$ cat src/rtl/dmairq_pkg.sv
package dmairq_pkg;
  // Word address map of the register port
  localparam int ADR_PEND_BASE = 0;   // pending words, one per group
  localparam int ADR_MASK_BASE = 4;   // mask words, one per group
  localparam int ADR_STAT      = 8;   // status: completion bit
  localparam int ADR_CTRL      = 9;   // control: reset request bit
  localparam int ADR_GCFG      = 10;  // global burst configuration

  // Bit positions software depends on
  localparam int STAT_DONE_BIT = 0;
  localparam int CTRL_SRST_BIT = 1;
endpackage

$ cat src/rtl/dmairq_softrst.sv
module dmairq_softrst #(
  parameter int RST_CYC = 8
) (
  input  logic clk,
  input  logic rst_n,
  input  logic start,
  output logic busy
);
  localparam int CNT_W = (RST_CYC > 1) ? $clog2(RST_CYC) : 1;

  logic [CNT_W-1:0] remain;

  // The start pulse loads RST_CYC-1 and busy then lasts exactly RST_CYC cycles
  always_ff @(posedge clk or negedge rst_n) begin
    if (!rst_n) begin
      busy   <= 1'b0;
      remain <= '0;
    end else if (start) begin
      busy   <= 1'b1;
      remain <= CNT_W'(RST_CYC - 1);
    end else if (busy) begin
      if (remain == '0) busy <= 1'b0;
      else              remain <= remain - 1'b1;
    end
  end
endmodule

$ cat src/rtl/dmairq_line.sv
module dmairq_line #(
  parameter int NCH = 32
) (
  input  logic           clk,
  input  logic           rst_n,
  input  logic           sclr,
  input  logic [NCH-1:0] evt,
  input  logic [NCH-1:0] clr,
  input  logic           mask_we,
  input  logic [NCH-1:0] wdata,
  output logic [NCH-1:0] pend,
  output logic [NCH-1:0] mask,
  output logic           line
);
  // An event outranks a clear on the same bit
  function automatic logic [NCH-1:0] pend_next(input logic [NCH-1:0] cur,
                                               input logic [NCH-1:0] wipe,
                                               input logic [NCH-1:0] hit);
    return (cur & ~wipe) | hit;
  endfunction

  function automatic logic line_hit(input logic [NCH-1:0] p,
                                    input logic [NCH-1:0] m);
    return |(p & m);
  endfunction

  always_ff @(posedge clk or negedge rst_n) begin
    if (!rst_n) begin
      pend <= '0;
      mask <= '0;
      line <= 1'b0;
    end else if (sclr) begin
      pend <= '0;
      mask <= '0;
      line <= 1'b0;
    end else begin
      pend <= pend_next(pend, clr, evt);
      if (mask_we) mask <= wdata;
      line <= line_hit(pend, mask);
    end
  end
endmodule

$ cat src/rtl/dmairq_rdmux.sv
module dmairq_rdmux
  import dmairq_pkg::*;
#(
  parameter int NLINE  = 4,
  parameter int NCH    = 32,
  parameter int ADDR_W = 4,
  parameter int DATA_W = 32,
  parameter int GCFG_W = 8
) (
  input  logic [ADDR_W-1:0]          rd_addr,
  input  logic [NLINE-1:0][NCH-1:0]  pend_all,
  input  logic [NLINE-1:0][NCH-1:0]  mask_all,
  input  logic                       busy,
  input  logic [GCFG_W-1:0]          gcfg,
  output logic [DATA_W-1:0]          rd_data
);
  always_comb begin
    rd_data = '0;
    for (int j = 0; j < NLINE; j++) begin
      if (rd_addr == ADDR_W'(ADR_PEND_BASE + j)) rd_data = DATA_W'(pend_all[j]);
      if (rd_addr == ADDR_W'(ADR_MASK_BASE + j)) rd_data = DATA_W'(mask_all[j]);
    end
    if (rd_addr == ADDR_W'(ADR_STAT)) rd_data[STAT_DONE_BIT] = ~busy;
    if (rd_addr == ADDR_W'(ADR_CTRL)) rd_data[CTRL_SRST_BIT] = busy;
    if (rd_addr == ADDR_W'(ADR_GCFG)) rd_data = DATA_W'(gcfg);
  end
endmodule

$ cat src/rtl/dmairq_hub.sv
module dmairq_hub
  import dmairq_pkg::*;
#(
  parameter int NLINE   = 4,
  parameter int NCH     = 32,
  parameter int ADDR_W  = 4,
  parameter int DATA_W  = 32,
  parameter int GCFG_W  = 8,
  parameter int RST_CYC = 8
) (
  input  logic              clk,
  input  logic              rst_n,
  input  logic              wr_en,
  input  logic [ADDR_W-1:0] wr_addr,
  input  logic [DATA_W-1:0] wr_data,
  input  logic [ADDR_W-1:0] rd_addr,
  output logic [DATA_W-1:0] rd_data,
  input  logic [NCH-1:0]    chan_evt,
  output logic [NLINE-1:0]  irq
);
  // Named internal events for the checker
  logic                      soft_busy;
  logic                      soft_start;
  logic                      soft_clr;
  logic                      wr_ok;
  logic [NLINE-1:0][NCH-1:0] clr_all;
  logic [NLINE-1:0][NCH-1:0] pend_all;
  logic [NLINE-1:0][NCH-1:0] mask_all;
  logic [GCFG_W-1:0]         gcfg;

  assign wr_ok      = wr_en & ~soft_busy;
  assign soft_start = wr_ok && (wr_addr == ADDR_W'(ADR_CTRL)) && wr_data[CTRL_SRST_BIT];
  assign soft_clr   = soft_start | soft_busy;

  dmairq_softrst #(.RST_CYC(RST_CYC)) u_srst (
    .clk   (clk),
    .rst_n (rst_n),
    .start (soft_start),
    .busy  (soft_busy)
  );

  for (genvar j = 0; j < NLINE; j++) begin : g_line
    logic pend_we;
    logic mask_we;
    assign pend_we    = wr_ok && (wr_addr == ADDR_W'(ADR_PEND_BASE + j));
    assign mask_we    = wr_ok && (wr_addr == ADDR_W'(ADR_MASK_BASE + j));
    assign clr_all[j] = pend_we ? wr_data[NCH-1:0] : '0;

    dmairq_line #(.NCH(NCH)) u_line (
      .clk     (clk),
      .rst_n   (rst_n),
      .sclr    (soft_clr),
      .evt     (chan_evt),
      .clr     (clr_all[j]),
      .mask_we (mask_we),
      .wdata   (wr_data[NCH-1:0]),
      .pend    (pend_all[j]),
      .mask    (mask_all[j]),
      .line    (irq[j])
    );
  end

  always_ff @(posedge clk or negedge rst_n) begin
    if (!rst_n)                                      gcfg <= '0;
    else if (soft_clr)                               gcfg <= '0;
    else if (wr_ok && wr_addr == ADDR_W'(ADR_GCFG))  gcfg <= wr_data[GCFG_W-1:0];
  end

  dmairq_rdmux #(
    .NLINE(NLINE), .NCH(NCH), .ADDR_W(ADDR_W), .DATA_W(DATA_W), .GCFG_W(GCFG_W)
  ) u_rd (
    .rd_addr  (rd_addr),
    .pend_all (pend_all),
    .mask_all (mask_all),
    .busy     (soft_busy),
    .gcfg     (gcfg),
    .rd_data  (rd_data)
  );
endmodule

$ cat config.mk
export PLATFORM = sky130hd
export DESIGN_NAME = dmairq_hub
export DESIGN_NICKNAME = d
export VERILOG_FILES = /design/src/rtl/dmairq_pkg.sv /design/src/rtl/dmairq_softrst.sv /design/src/rtl/dmairq_line.sv /design/src/rtl/dmairq_rdmux.sv /design/src/rtl/dmairq_hub.sv
export SDC_FILE = /design/constraint.sdc
export NUM_CORES = 1
export LEC_CHECK = 0
export ABC_CLOCK_PERIOD_IN_PS = 3500
export BUFFER_PORTS_ARGS = -buffer_cell sky130_fd_sc_hd__buf_2
export CORE_ASPECT_RATIO = 0.6
export CORE_MARGIN = 2
export CORE_UTILIZATION = 35
export CTS_CLUSTER_DIAMETER = 120
export DETAILED_ROUTE_END_ITERATION = 6
export PLACE_DENSITY = 0.54
export SLEW_MARGIN = 5
export SYNTH_ARGS = -nofsm -noshare
export SYNTH_HDL_FRONTEND = slang
export SYNTH_HIERARCHICAL = 1
export SYNTH_SLANG_ARGS = --single-unit
$ cat constraint.sdc
create_clock -name clk -period 3.5 [get_ports clk]
set_input_delay 0.35 -clock clk [delete_from_list [all_inputs] [get_ports clk]]
set_output_delay 0.35 -clock clk [all_outputs]
set_load 0.05 [all_outputs]
-- Word-level counts from Yosys, hierarchy flattened
Index checks and enable logic that the tools add are counted.
- input bits: 75
- bits in registers: 272
- equal/unequal tests: 20
- bitwise operators: 19
- $add $sub $neg: 1
- reductions and logical operators: 25
- mux-type cells: 39
- operator list (operator ; count):
    $mux W32 ; 25
    $and A32 B32 Y32 ; 8
    $not A32 Y32 ; 4
    $or A32 B32 Y32 ; 4
    $reduce_or A32 Y1 ; 4
    $eq A4 B3 Y1 const B ; 8
    $eq A4 B4 Y1 const B ; 5
    $eq A4 B2 Y1 const B ; 4
    $mux W8 ; 2
    $reduce_bool A2 Y1 ; 6
    $logic_and A1 B1 Y1 ; 11
    $mux W1 ; 9
    $mux W3 ; 3
    $eq A4 B1 Y1 const B ; 2
    $logic_not A4 Y1 ; 2
    $logic_not A3 Y1 ; 1
    $sub A3 B1 Y3 const B ; 1
    $ne A2 B2 Y1 const B ; 1
    $reduce_and A2 Y1 ; 1
    $and A1 B1 Y1 ; 1
    $not A1 Y1 ; 1
    $or A1 B1 Y1 ; 1

-- Depth between registers and ports, before layout
Gate-level depths: netlist of run 1.
- depth after elaboration: 11
- depth in mapped cells: 7
- mapped depth without buffers: 6

-- Hierarchy
The synthesis of run 1 kept the hierarchy.
- modules (own cells, without submodules) (module ; seq. area each (um2) ; area each (um2) ; instances ; cells an instance):
    dmairq_line ; 1626.6 ; 2692.6 ; 4 ; 258
    dmairq_rdmux ; 0.0 ; 2417.3 ; 1 ; 320
    dmairq_hub ; 200.2 ; 1293.7 ; 1 ; 185
    dmairq_softrst ; 100.1 ; 206.4 ; 1 ; 20

-- Worst setup path before layout of run 1
No wires, ideal clock.
- path type: input port to output port
- start point: input rd_addr[0]
- end point: output rd_data[3]
- arrival time: 2.331 ns
- cell stages on the path: 6
- slack: 0.819 ns
- data required time: 3.150 ns
- cells stage by stage: buf_4 > buf_4 > buf_4 > o211ai_1 > o21ai_0 > o32ai_1
- cells in the longest elaborated chain, start to end: 10
- elaborated cells on any way between the ends: 18
- classes of those cells: eq/ne: 8; mux: 9; reduce/logical: 1
- ends and longest elaborated chain (what ; line ; RTL):
    start: declaration ; dmairq_hub.sv:16 ; input logic [ADDR_W-1:0] rd_addr,
    $logic_not A4 Y1 ; dmairq_rdmux.sv:20 ; if (rd_addr == ADDR_W'(ADR_PEND_BASE + j)) rd_data = DATA_W'(pend_all[j]);
    $mux W32 ; dmairq_rdmux.sv:20 ;
    $mux W32 ; dmairq_rdmux.sv:21 ; if (rd_addr == ADDR_W'(ADR_MASK_BASE + j)) rd_data = DATA_W'(mask_all[j]);
    $mux W32 ; dmairq_rdmux.sv:20 ;
    $mux W32 ; dmairq_rdmux.sv:21 ;
    $mux W32 ; dmairq_rdmux.sv:20 ;
    $mux W32 ; dmairq_rdmux.sv:21 ;
    $mux W32 ; dmairq_rdmux.sv:20 ;
    $mux W32 ; dmairq_rdmux.sv:21 ;
    $mux W32 (*) ; dmairq_rdmux.sv:25 ; if (rd_addr == ADDR_W'(ADR_GCFG)) rd_data = DATA_W'(gcfg);
    end: declaration ; dmairq_hub.sv:17 ; output logic [DATA_W-1:0] rd_data,
Mark *: on every way between the ends. The rest lies on a longest branch, timed or not.

-- Final worst setup path of run 1
- start point: input rd_addr[1]
- end point: output rd_data[2]
Same word-level chain as after synthesis.

==> run metrics, run 1 <==
Hold Worst Slack=0.04887 ns; Area contributors post-synth=dfrtp_1, mux2i_1, nor2_1; initial antenna violation count=4; clk slew on worst S/H paths=0.07 ns; area of the die=0.04367 sq mm; core box area=0.04166 sq mm; unrepaired setup endpoints after global routing=no; Initial Utilization=0.3526; largest family of logic cells by synthesized area=simple AND/OR/NAND/NOR gates; Resized cells post-CTS=0; RR Endpoint=g_line[1].u_line/pend[18]; I/O pins=111; Slew @ Worst Pin=0.9593 ns; cell mode on critical path=buf_2; vias=12190; largest area contributor in the netlist=dfrtp_1; Max-Cap Viols=0; vias per cell=5.446; Slowest-stage cell, CP=nor3_1; Mapped Nets=1634; Synth warnings=6; final setup TNS=0 ns; Routed wire per std cell=22.56 microns; number of enable flip-flop cells after synthesis=0; post-synthesis xor/xnor area fraction=0; Critical Path Start Type=input port; fin cells=2238; Top FF cell, synth=dfrtp_1; CTS tree=done; met1 WL=24180 microns; H-tree Lvls=1; Synth Area in Compound Gates=0.1501; row cnt=58; Mapped Cells=1557; drc violations=0; fillers=4154; clk buf depth=3; final WL=50490 microns; TritonCTS Buffers=28; global-route wire length before repair=76620 microns; Horiz. Die Dim=268.5 microns; Die H=162.7 microns; drt pass-1 iters=6; Multi-input gate area=0.006907 sq mm; multiplexer share of the synthesized area=0.1476; Cell Area, Synth=0.01469 sq mm; number of global-route vias before repair=11840; Required @ worst endpoint=3.15 ns; Synth Area in Adders=0.001704; final setup violating endpoints=0; clk sink count=272; All-Layer GR Usage=0.2323; depth of the most critical reg-to-reg path=7; met3 WL=3909 microns; asr flop ratio synth=1.000; clock latency on the worst-skew pair=0.57 ns; LEAKAGE=6.712 nW; Final period util=0.8740; Crit. End Element=output pin; Final WS setup=0.4410 ns; fraction of layout cells with a size suffix above 1=0.1694; Pwr Density=775.6 mW/mm^2; minimum clock period=3.059 ns; crit-path cells=buf_2 > inv_1 > nor3_1 > nand2_1 > o21ai_1 > buf_2; dpl cells=2182; global placer's final weighted congestion=0.8455; pre-CTS WS=0.6136 ns; FF-to-FF setup slack=1.08 ns; synthesis-stage register bit count=272; worst r2r src=u_srst/busy; Pwr Total=13.14 mW; commonest cells in the netlist=nor2_1, dfrtp_1, a21oi_1; final core occ=0.4068; CP max FO=23; final slew viol count=0; achievable frequency=326.9 MHz; IO buf count=110; largest net degree at the start of global routing=105; CP Class=input port to output pin; Synth Area in Simple Gates=0.1676; maximum vdd drop=297.4 uV; # nets final=1720; Final Cell Area=0.01695 sq mm; most common cell in the netlist=nor2_1; CP max stage delay=0.85 ns; Slew headroom=0.3556; status=finished clean; Detail Route met2 WL=21670 microns; Hold Path Depth=3; dpl hpwl=33930 microns; Synth top area share=0.4634; initial DRC count=1132; Top Layer Used=met5; hold path endpoint=g_line[1].u_line/pend[7]; hold_sp=chan_evt[7]; Synth-to-Final Area Change=15.38%; final global-route overflow total=0; FF/Latch Area=0.006807 sq mm; ANT nets after route=0; clk root buf=clkbuf_16; Seq/Total Area, Yosys=0.4634; syn_area_per_cell=9.433 sq um; clk_skew=0.02213 ns; Distinct cells, synth=58; final hold viol count=0; signal arrival time at the worst endpoint=2.71 ns; Post-DP Area=0.01590 sq mm; Hold Crit Class=input port to register
-- flip-flops by register name, indices dropped and copies added (netlist names) --
| signal | count |
|---|---|
| gcfg | 8 |
| g_line.u_line/pend | 128 |
| u_srst/busy | 1 |
| u_srst/remain | 3 |
| g_line.u_line/mask | 128 |
| g_line.u_line/line | 4 |
-- how the worst max path moves through the flow --
| stage | start | endpoint | cells after the start |
|---|---|---|---|
| finish | rd_addr[1] | rd_data[2] | 6 |
| global route | rd_addr[1] | rd_data[2] | 6 |
| CTS | rd_addr[1] | rd_data[2] | 6 |
| detailed placement | rd_addr[1] | rd_data[2] | 6 |
| global placement | rd_addr[1] | rd_data[2] | 6 |
| floorplan | rd_addr[0] | rd_data[3] | 6 |
-- critical path, delay by kind of cell --
family	cells	cell delay, ns
compound gates	1	0.23
buf+inv	3	1.10
simple gates	2	0.99
-- power by group --
group | leakage [nW] | internal, mW | switching [mW] | total (mW)
registers | 3.20 | 4.46 | 1.31 | 5.77
logic | 3.02 | 1.55 | 2.41 | 3.96
clock network | 0.491 | 2.03 | 1.38 | 3.41
total | 6.71 | 8.04 | 5.10 | 13.1
-- layout make-up --
cell class | instances | area share
tap | 570 | 0.04208
inverter | 140 | 0.03101
timing repair buffer | 147 | 0.05656
clock buffer | 37 | 0.04637
clock inverter | 15 | 0.01432
multi-input combinational | 1054 | 0.4076
sequential | 272 | 0.4017
antenna | 3 | 0.0004430
-- logic make-up (layout without fill, tap and decap cells) --
kind of cell | after synthesis | count (layout)
AND/OR/NAND/NOR | 526 | 526
AO/OA/AOI/OAI | 342 | 342
flip-flops | 272 | 272
buffers and inverters | 231 | 339
multiplexers | 184 | 184
adder cells (fa/ha/maj) | 2 | 2
other | 0 | 3
-- cell usage in the layout (no fill, tap or decap), types with 5 or more instances in the layout --
cell / n
o21ai_1: 5
nor3_1: 7
buf_12: 9
a21oi_1: 171
bufinv_16: 6
and2_1: 127
mux4_2: 24
buf_2: 107
nand2_1: 57
o221ai_2: 10
dfrtp_1: 272
o221ai_1: 9
a22oi_1: 56
nor2_1: 280
buf_4: 29
o2bb2ai_1: 7
o21ai_0: 34
a22oi_2: 8
nor2_2: 7
nand3_1: 5
nand4_1: 17
mux2_2: 21
inv_1: 138
a31oi_1: 7
mux2i_1: 139
clkbuf_1: 5
nor2b_1: 6
clkbuf_16: 29
-- repair_timing --
action / CTS / global route
buffers inserted: 0 / 0
hold buffers: 1 / 0
hold endpoints to repair: 64 / 0
-- metal layers --
| layer | up-vias | track usage |
|---|---|---|
| met4 | 6 | 0.03662 |
| met5 | - | 0 |
| met3 | 69 | 0.04989 |
| met2 | 482 | 0.3406 |
| li1 | 5486 | - |
| met1 | 6146 | 0.3550 |
Note: power is estimated with default switching activity, not from simulation.
==> inputs of run 2 (changes only) <==
CORE_ASPECT_RATIO = default   (was 0.6)
SYNTH_HIERARCHICAL = default   (was 1)
==> run 2 against run 1 <==
Against the previous run:
- non-clock buffer count grew 2
- largest power group unchanged
- flip-flop and latch count did not move
- largest cell class is now sequential cells
- wire length is 19% higher
- total power shrank 5.8%
- first-iteration DRC count up 53%
- worst hold slack improved by 0.0028 ns
- fmax grew 8.9%
- synthesized cell count is 5.4% higher
==> run metrics, run 2 <==
final hold viol count=0; Distinct cells, synth=52; final setup TNS=0 ns; Routed wire per std cell=27.01 microns; ANT nets after route=0; H-tree Lvls=1; clk root buf=clkbuf_16; vias per cell=6.093; final setup violating endpoints=0; TritonCTS Buffers=31; Hold Path Depth=3; CP max FO=50; clk sink count=272; Slowest-stage cell, CP=buf_4; achievable frequency=356.1 MHz; dpl hpwl=40070 microns; fin cells=2219; depth of the most critical reg-to-reg path=6; Synth top area share=0.4735; CP Class=input port to output pin; Critical Path Start Type=input port; Slew headroom=0.3758; I/O pins=111; largest net degree at the start of global routing=83; Seq/Total Area, Yosys=0.4735; asr flop ratio synth=1.000; Slew @ Worst Pin=0.9363 ns; CTS tree=done; synthesis-stage register bit count=272; global-route wire length before repair=88340 microns; # nets final=1740; Synth warnings=0; Area contributors post-synth=dfrtp_1, a21oi_1, nand2_1; core box area=0.04065 sq mm; drt pass-1 iters=6; CP max stage delay=0.47 ns; Final period util=0.8023; commonest cells in the netlist=nand2_1, dfrtp_1, a21oi_1; initial antenna violation count=2; signal arrival time at the worst endpoint=2.46 ns; status=finished clean; Crit. End Element=output pin; crit-path cells=buf_4 > and2_1 > nand3_1 > buf_4 > o21ai_0 > o211ai_1 > buf_2; clock latency on the worst-skew pair=0.59 ns; LEAKAGE=6.456 nW; Mapped Cells=1641; Mapped Nets=1718; drc violations=0; Hold Crit Class=input port to register; clk buf depth=3; Final Cell Area=0.01630 sq mm; clk_skew=0.01631 ns; fraction of layout cells with a size suffix above 1=0.1524; final global-route overflow total=0; Required @ worst endpoint=3.15 ns; number of global-route vias before repair=12900; Post-DP Area=0.01528 sq mm; Horiz. Die Dim=206.7 microns; Max-Cap Viols=0; area of the die=0.04270 sq mm; dpl cells=2161; most common cell in the netlist=nand2_1; largest area contributor in the netlist=dfrtp_1; All-Layer GR Usage=0.2820; clk slew on worst S/H paths=0.06 ns; Initial Utilization=0.3536; cell mode on critical path=buf_4; Synth-to-Final Area Change=13.42%; minimum clock period=2.808 ns; number of enable flip-flop cells after synthesis=0; commonest cells after routing, fill and taps aside=nand2_1, dfrtp_1, a21oi_1, nor2_1, buf_2; Cell Area, Synth=0.01437 sq mm; final slew viol count=0; global placer's final weighted congestion=0.9276; final WL=59930 microns; syn_area_per_cell=8.759 sq um; leading cell type in the layout, fill and taps excluded=nand2_1; FF-to-FF setup slack=1.15 ns; Resized cells post-CTS=0; Top FF cell, synth=dfrtp_1; Pwr Density=759.1 mW/mm^2; largest registers=g_line.u_line.mask: 128 flops, g_line.u_line.pend: 128 flops, gcfg: 8 flops; maximum vdd drop=433.9 uV; row cnt=74; initial DRC count=1729; IO buf count=110; Die H=206.7 microns; unrepaired setup endpoints after global routing=no; vias=13520
[run 2: critical path: cells and delay by family]
kind	cells	cell delay, ns
AO/OA/AOI/OAI	2	0.32
buffers and inverters	3	1.05
AND/OR/NAND/NOR	2	0.69
[run 2: cells by family (layout without fill, tap and decap cells)]
family | Yosys count | count (layout) | share of synthesized area
fa+ha+maj | 2 | 2 | 0.001741
simple gates | 628 | 628 | 0.1896
buf+inv | 207 | 252 | 0.06355
mux | 57 | 57 | 0.06441
xor+xnor | 1 | 1 | 0.0006094
other cells | 0 | 1 | 0
flops | 272 | 272 | 0.4735
compound gates | 474 | 474 | 0.2066
[run 2: worst paths after layout]
kind                                                  end             start
max in group asynchronous       g_line[3].u_line.mask[22]             rst_n
worst max-delay path                           rd_data[7]        rd_addr[0]
min in group asynchronous       g_line[1].u_line.pend[18]             rst_n
worst min register to register           u_srst.remain[2]  u_srst.remain[2]
worst min-delay path            g_line[1].u_line.pend[14]      chan_evt[14]
worst max register to register  g_line[1].u_line.mask[12]       u_srst.busy
[run 2: final cells by class]
cell class                 count  area (sq um)
clock buffer                  44         894.6
sequential                   272          6807
timing repair buffer         149         910.9
clock inverter                12         117.6
tap                          532         665.6
multi-input combinational   1162          6729
fill                        4049         24340
inverter                      47         176.4
antenna                        1         2.502
[run 2: where the power goes]
group | internal [mW] | leakage (nW) | switching (mW)
Sequential | 4.22 | 3.17 | 1.42
Combinational | 1.35 | 2.79 | 2.09
Clock | 1.91 | 0.496 | 1.39
[run 2: timing repair]
item | in CTS | in global routing
endpoints found under the hold margin | 77 | 0
hold buffers | 1 | 0
buffers inserted | 0 | 0
[run 2: per-stage QoR]
step | total power, mW | setup WS [ns] | hold slack [ns] | utilization
global placement | 8.935 | 0.7508 | 0.3933 | 0.3759
finish | 12.38 | 0.6920 | 0.05169 | 0.4011
detailed placement | 9.021 | 0.7344 | 0.3954 | 0.3759
global route | 12.93 | 0.5774 | 0.06193 | 0.4010
CTS | 12.31 | 0.7406 | 0.04070 | 0.4010
floorplan | 7.389 | 0.7083 | 0.05441 | -
[run 2: metal layers]
layer,up-vias,track usage,part of all wire
li1,5857,-,-
met1,6749,0.3973,0.42
met2,774,0.4282,0.44
met3,139,0.05165,0.096
met4,2,0.1148,0.043
met5,-,0,0.00018
